<file path="src/rtl/edo_dq_pkg.sv">
package edo_dq_pkg;
  typedef enum logic [2:0] {
    ST_IDLE,
    ST_ACCESS,
    ST_VALID,
    ST_TURNOFF,
    ST_LOCKED
  } dq_state_e;
endpackage

</file>
<file path="src/rtl/edo_pin_edges.sv">
module edo_pin_edges (
  input  logic clk_i,
  input  logic rst_ni,
  input  logic row_strobe_ni,
  input  logic col_strobe_ni,
  input  logic wr_en_ni,
  input  logic out_en_ni,
  output logic col_fall_o,
  output logic both_rise_o,
  output logic wr_fall_o,
  output logic oe_chg_o,
  output logic col_hi_o
);
  logic row_q, col_q, wr_q, oe_q;

  always_ff @(posedge clk_i or negedge rst_ni) begin
    if (!rst_ni) begin
      row_q <= 1'b1;
      col_q <= 1'b1;
      wr_q  <= 1'b1;
      oe_q  <= 1'b1;
    end else begin
      row_q <= row_strobe_ni;
      col_q <= col_strobe_ni;
      wr_q  <= wr_en_ni;
      oe_q  <= out_en_ni;
    end
  end

  assign col_fall_o  = col_q & ~col_strobe_ni;
  // later of the two strobe rises: both high now, not both high before
  assign both_rise_o = row_strobe_ni & col_strobe_ni & ~(row_q & col_q);
  assign wr_fall_o   = wr_q & ~wr_en_ni;
  assign oe_chg_o    = oe_q ^ out_en_ni;
  assign col_hi_o    = col_q & col_strobe_ni;
endmodule

</file>
<file path="src/rtl/edo_dq_timer.sv">
module edo_dq_timer #(
  parameter int CW = 4
) (
  input  logic          clk_i,
  input  logic          rst_ni,
  input  logic          load_i,
  input  logic [CW-1:0] val_i,
  output logic          zero_o
);
  logic [CW-1:0] cnt_q;

  always_ff @(posedge clk_i or negedge rst_ni) begin
    if (!rst_ni)             cnt_q <= '0;
    else if (load_i)         cnt_q <= val_i;
    else if (cnt_q != '0)    cnt_q <= cnt_q - 1'b1;
  end

  assign zero_o = (cnt_q == '0);

  assert_timer_step_R8: assert property (@(posedge clk_i) disable iff (!rst_ni)
    (!load_i && !zero_o) |=> (cnt_q == $past(cnt_q) - 1'b1));
  assert_timer_load_R2: assert property (@(posedge clk_i) disable iff (!rst_ni)
    load_i |=> (cnt_q == $past(val_i)));
endmodule

</file>
<file path="src/rtl/edo_dq_fsm.sv">
module edo_dq_fsm
  import edo_dq_pkg::*;
#(
  parameter int CW     = 4,
  parameter int ACC_LAT = 2,
  parameter int TOFF   = 3
) (
  input  logic          clk_i,
  input  logic          rst_ni,
  input  logic          row_strobe_ni,
  input  logic          wr_en_ni,
  input  logic          col_fall_i,
  input  logic          both_rise_i,
  input  logic          wr_fall_i,
  input  logic          oe_chg_i,
  input  logic          col_hi_i,
  input  logic          tmr_zero_i,
  output logic          tmr_load_o,
  output logic [CW-1:0] tmr_val_o,
  output logic          data_load_o,
  output logic          drive_o
);
  localparam logic [CW-1:0] ACC_V = CW'(ACC_LAT - 1);
  localparam logic [CW-1:0] OFF_V = CW'(TOFF - 1);

  dq_state_e st_q, st_d;

  always_comb begin
    st_d        = st_q;
    tmr_load_o  = 1'b0;
    tmr_val_o   = '0;
    data_load_o = 1'b0;
    if (col_fall_i) begin
      if (row_strobe_ni)  st_d = ST_IDLE;
      else if (!wr_en_ni) st_d = ST_LOCKED;
      else begin
        st_d       = ST_ACCESS;
        tmr_load_o = 1'b1;
        tmr_val_o  = ACC_V;
      end
    end else begin
      unique case (st_q)
        ST_ACCESS: begin
          if (both_rise_i) st_d = ST_IDLE;
          else if (tmr_zero_i) begin
            st_d        = ST_VALID;
            data_load_o = 1'b1;
          end
        end
        ST_VALID: begin
          if (both_rise_i) begin
            st_d       = ST_TURNOFF;
            tmr_load_o = 1'b1;
            tmr_val_o  = OFF_V;
          end else if (col_hi_i && (wr_fall_i || (oe_chg_i && !row_strobe_ni)))
            st_d = ST_LOCKED;
        end
        ST_TURNOFF: begin
          if (col_hi_i && wr_fall_i) st_d = ST_LOCKED;
          else if (tmr_zero_i)       st_d = ST_IDLE;
        end
        default: ;
      endcase
    end
  end

  always_ff @(posedge clk_i or negedge rst_ni) begin
    if (!rst_ni) st_q <= ST_IDLE;
    else         st_q <= st_d;
  end

  assign drive_o = (st_q == ST_VALID) || (st_q == ST_TURNOFF);

  assert_wr_pulse_off_R6: assert property (@(posedge clk_i) disable iff (!rst_ni)
    (col_hi_i && wr_fall_i) |=> !drive_o);
  assert_locked_held_R5: assert property (@(posedge clk_i) disable iff (!rst_ni)
    ((st_q == ST_LOCKED) && !col_fall_i) |=> (st_q == ST_LOCKED));
  assert_abort_R10: assert property (@(posedge clk_i) disable iff (!rst_ni)
    ((st_q == ST_ACCESS) && both_rise_i && !col_fall_i) |=> !drive_o);
endmodule

</file>
<file path="src/rtl/edo_dq_ctrl.sv">
module edo_dq_ctrl #(
  parameter int DW      = 8,
  parameter int ACC_LAT = 2,
  parameter int TOFF    = 3
) (
  input  logic          clk_i,
  input  logic          rst_ni,
  input  logic          row_strobe_ni,
  input  logic          col_strobe_ni,
  input  logic          wr_en_ni,
  input  logic          out_en_ni,
  input  logic [DW-1:0] rd_data_i,
  output logic          dq_en_o,
  output logic [DW-1:0] dq_o
);
  localparam int MAXC = (ACC_LAT > TOFF) ? ACC_LAT : TOFF;
  localparam int CW   = $clog2(MAXC + 1);

  logic          col_fall, both_rise, wr_fall, oe_chg, col_hi;
  logic          tmr_load, tmr_zero, data_load, drive;
  logic [CW-1:0] tmr_val;
  logic [DW-1:0] data_q;

  edo_pin_edges u_edges (
    .clk_i        (clk_i),
    .rst_ni       (rst_ni),
    .row_strobe_ni(row_strobe_ni),
    .col_strobe_ni(col_strobe_ni),
    .wr_en_ni     (wr_en_ni),
    .out_en_ni    (out_en_ni),
    .col_fall_o   (col_fall),
    .both_rise_o  (both_rise),
    .wr_fall_o    (wr_fall),
    .oe_chg_o     (oe_chg),
    .col_hi_o     (col_hi)
  );

  edo_dq_timer #(.CW(CW)) u_timer (
    .clk_i (clk_i),
    .rst_ni(rst_ni),
    .load_i(tmr_load),
    .val_i (tmr_val),
    .zero_o(tmr_zero)
  );

  edo_dq_fsm #(.CW(CW), .ACC_LAT(ACC_LAT), .TOFF(TOFF)) u_fsm (
    .clk_i        (clk_i),
    .rst_ni       (rst_ni),
    .row_strobe_ni(row_strobe_ni),
    .wr_en_ni     (wr_en_ni),
    .col_fall_i   (col_fall),
    .both_rise_i  (both_rise),
    .wr_fall_i    (wr_fall),
    .oe_chg_i     (oe_chg),
    .col_hi_i     (col_hi),
    .tmr_zero_i   (tmr_zero),
    .tmr_load_o   (tmr_load),
    .tmr_val_o    (tmr_val),
    .data_load_o  (data_load),
    .drive_o      (drive)
  );

  always_ff @(posedge clk_i or negedge rst_ni) begin
    if (!rst_ni)        data_q <= '0;
    else if (data_load) data_q <= rd_data_i;
  end

  assign dq_en_o = drive & ~out_en_ni;
  assign dq_o    = dq_en_o ? data_q : '0;

  assert_read_hiz_R2: assert property (@(posedge clk_i) disable iff (!rst_ni)
    (col_fall && wr_en_ni && !row_strobe_ni) |=> !dq_en_o);
  assert_early_write_R7: assert property (@(posedge clk_i) disable iff (!rst_ni)
    (col_fall && !wr_en_ni) |=> !dq_en_o);
  assert_refresh_off_R9: assert property (@(posedge clk_i) disable iff (!rst_ni)
    (col_fall && row_strobe_ni) |=> !dq_en_o);
  assert_word_hold_R4: assert property (@(posedge clk_i) disable iff (!rst_ni)
    (dq_en_o && $past(dq_en_o)) |-> $stable(dq_o));
endmodule

</file>
<file path="config.mk">
export PLATFORM = sky130hd
export DESIGN_NAME = edo_dq_ctrl
export DESIGN_NICKNAME = d
export VERILOG_FILES = /design/src/rtl/edo_dq_pkg.sv /design/src/rtl/edo_pin_edges.sv /design/src/rtl/edo_dq_timer.sv /design/src/rtl/edo_dq_fsm.sv /design/src/rtl/edo_dq_ctrl.sv
export SDC_FILE = /design/constraint.sdc
export NUM_CORES = 1
export LEC_CHECK = 0
export ABC_CLOCK_PERIOD_IN_PS = 1900
export BUFFER_PORTS_ARGS = -buffer_cell sky130_fd_sc_hd__buf_2
export CAP_MARGIN = 20
export CORE_MARGIN = 2
export CORE_UTILIZATION = 45
export CTS_CLUSTER_SIZE = 10
export DETAILED_ROUTE_END_ITERATION = 12
export GPL_TIMING_DRIVEN = 1
export PLACE_DENSITY = 0.73
export SETUP_SLACK_MARGIN = 0.5
export SYNTH_ARGS = -nofsm -noshare
export SYNTH_HDL_FRONTEND = slang
export SYNTH_SLANG_ARGS = --single-unit
</file>
<file path="constraint.sdc">
create_clock -name clk_i -period 1.9 [get_ports clk_i]
set_clock_uncertainty 0.1 [all_clocks]
set_input_delay 0.095 -clock clk_i [delete_from_list [all_inputs] [get_ports clk_i]]
set_output_delay 0.095 -clock clk_i [all_outputs]
set_load 0.02 [all_outputs]
</file>
==> flow_metrics.env <==
export IMPL_antenna_found_initial=0
export IMPL_clock_root_buffer="clkbuf_4"
export IMPL_drt_iter0_markers=9
export IMPL_std_cell_rows=15
export IMPL_grt_pass1_wl_um=3220
export IMPL_worstMarginPinSlew_ns=0.386
export IMPL_grtUsageMet3_pct=3.85
export IMPL_grt_total_usage_pct=20.8
export IMPL_place_gp_congestion=0.845
export IMPL_final_hold_viol_count=0
export IMPL_min_path_cells=3
export IMPL_required_ns=1.98
export IMPL_yosys_area_top_type="dfrtp_1"
export IMPL_layout_min_cycle_time_ns=1.87
export IMPL_reg2reg_depth=5
export IMPL_ioPinCount=23
export IMPL_nNetsFinal=133
export IMPL_area_delta_synth_final_pct=57.0
export IMPL_synthFlopType="dfrtp_1"
export IMPL_post_synth_num_cell_types=29
export IMPL_async_reset_ff_share_pct=100
export IMPL_htree_levels=1
export IMPL_path_clk_slew_ns=0.11
export IMPL_crit_type="reg -> reg"
export IMPL_grt_max_degree=18
export IMPL_fillers=107
export IMPL_cts_buffers=3
export IMPL_cap_violations=0
export IMPL_viasPerCell=5.11
export IMPL_grt_ovfl_total=0
export IMPL_ys_seq_area_share_pct=51.0
export IMPL_arrival_ns=1.95
export IMPL_fp_dieW_um=47.3
export IMPL_finalWirelength_um=2090
export IMPL_setup_viol=0
export IMPL_ys_seq_elements=17
export IMPL_ant_nets=0
export IMPL_min_period_over_period_pct=98.7
export IMPL_top_usage_layer="met2"
export IMPL_start_util_pct=48.3
export IMPL_grt_pass1_vias=739
export IMPL_max_freq_mhz=533
export IMPL_first_pass_iters=2
export IMPL_use_met2_pct=39.7
export IMPL_post_route_cells_drive_above_1_share_pct=52.1
export IMPL_max_slew_margin_pct=74.2
export IMPL_critPathLaunchType="register"
export IMPL_drv_slew=0
export IMPL_fin_ws_ns=0.0255
export IMPL_ys_top_cells_by_count="13 x dfrtp_1, 8 x and2_1, 8 x mux2_2, 5 x nand2_1"
export IMPL_cts_sinks=17
export IMPL_synth_top_cell_area_share_pct=38.6
export IMPL_synth_most_common_cell="dfrtp_1"
export IMPL_core_area_um2=1750
export IMPL_worst_setup_path_end_kind="register"
export IMPL_wire_per_inst_um=14.7
export IMPL_cp_max_fo=5
export IMPL_final_util_pct=75.8
export IMPL_drc_errors=0
export IMPL_clk_latency_ns=0.29
export IMPL_final_cell_count_no_fill=142
export IMPL_pre_cts_slack_ns=0.0966
export IMPL_dp_cells=121
export IMPL_p_per_area_nw_per_um2=1230
export IMPL_synth_edf_count=0
export IMPL_leakagePower_uw=0.000607
export IMPL_portBuffers=22
export IMPL_cts_path_max_buffers=2
export IMPL_via_count=726
export IMPL_die_area_um2=2240
export IMPL_synth_cells=74
export IMPL_synth_nets=89
export IMPL_avgSynthCellArea_um2=11.4
export IMPL_dp_hpwl_um=1210
export IMPL_die_h_um=47.3
export IMPL_vdd_drop_max_mv=0.691
export IMPL_grt_use_met1_pct=24.2
export IMPL_n_antenna_cell=0
export IMPL_syn_area_um2=843
export IMPL_synth_area_leaders="dfrtp_1 39%, dfstp_2 12%, mux2_2 11%"
export IMPL_grt_setup_unrepaired="true"
export IMPL_cts_tree="built"
export IMPL_status="completed"
export IMPL_hold_class="in -> reg"
export IMPL_ys_warn_count=0
metrics by stage:
stage / instance area, µm² / TNS (ns) / hold slack (ns) / total power, µW
finish: 1320 / 0 / 0.128 / 1630
CTS: 1260 / 0 / 0.136 / 1490
floorplan: 861 / 0 / -0.301 / 1010
global route: 1320 / -0.0478 / 0.135 / 1730
global placement: 1000 / 0 / -0.0691 / 1120
detailed placement: 1000 / 0 / -0.0693 / 1150
path summary, 6_finish.rpt:
path	endpoint	slack, ns	start
worst max-delay path	u_fsm.st_q[2]	0.03	u_edges.col_q
worst min-delay path	u_timer.cnt_q[1]	0.13	row_strobe_ni
worst max register to register	u_fsm.st_q[2]	0.03	u_edges.col_q
worst min register to register	data_q[5]	0.42	data_q[5]
max in group asynchronous	u_edges.wr_q	1.20	rst_ni
min in group asynchronous	u_fsm.st_q[2]	0.17	rst_ni
cell type report:
cell class                      instances  area (µm²)  share of cell area [%]
Multi-Input combinational cell         53         469                    35.4
Tap cell                               25        31.3                    2.36
Clock inverter                          1        5.00                   0.378
Sequential cell                        17         430                    32.5
Clock buffer                            3        22.5                    1.70
Inverter                                3        11.3                   0.851
Timing Repair Buffer                   40         354                    26.7
kinds of logic after synthesis:
logic type / synth area share [%]
adder cells (fa/ha/maj): 1.48
XOR/XNOR: 2.08
multiplexers: 14.5
AND/OR/NAND/NOR: 18.5
AO/OA/AOI/OAI: 9.50
flip-flops: 51.0
buffers and inverters: 2.82
cell usage in the layout, fill, tap and decap left out, types with 2 or more instances in the layout:
cell type,instances
dfrtp_1,13
dlygate4sd3_1,13
buf_2,13
buf_6,11
and2_4,8
mux2_2,8
nand2_1,4
dfstp_2,4
inv_1,3
nor2_4,3
clkbuf_4,3
nor3b_1,2
xnor2_1,2
nand2b_1,2
nor2_1,2
buf_4,2
what timing repair did:
action | 4_1_cts | 5_1_grt
setup endpoints to repair | 20 | 22
cloned | 1 | 0
hold buffers | 13 | 0
resized for setup | 25 | 13
pin swaps | 7 | 7
endpoints found under the hold margin | 29 | 0
buffers inserted | 2 | 1
layer usage:
layer | routed length, µm | up-vias
met5 | 0 | -
met4 | 17 | 0
met3 | 49 | 2
met2 | 1150 | 10
met1 | 873 | 366
li1 | - | 348
registers in the layout, indices dropped and copies added (netlist names):
name           cells
data_q             8
u_timer.cnt_q      2
u_edges.wr_q       1
u_edges.row_q      1
u_edges.oe_q       1
u_edges.col_q      1
u_fsm.st_q         3
critical path, cell delays in order, from the launching register on:
cell and delay, ns:
dfstp_2 0.57, and4b_1 0.25, nor3_2 0.07, o31a_1 0.27
a21oi_2 0.17, mux2_1 0.34
power breakdown:
part / switching (µW) / internal [µW]
sequential: 113 / 498
combinational: 359 / 468
clock: 113 / 78.0
total: 584 / 1040
(Power assumes the default switching activity.)
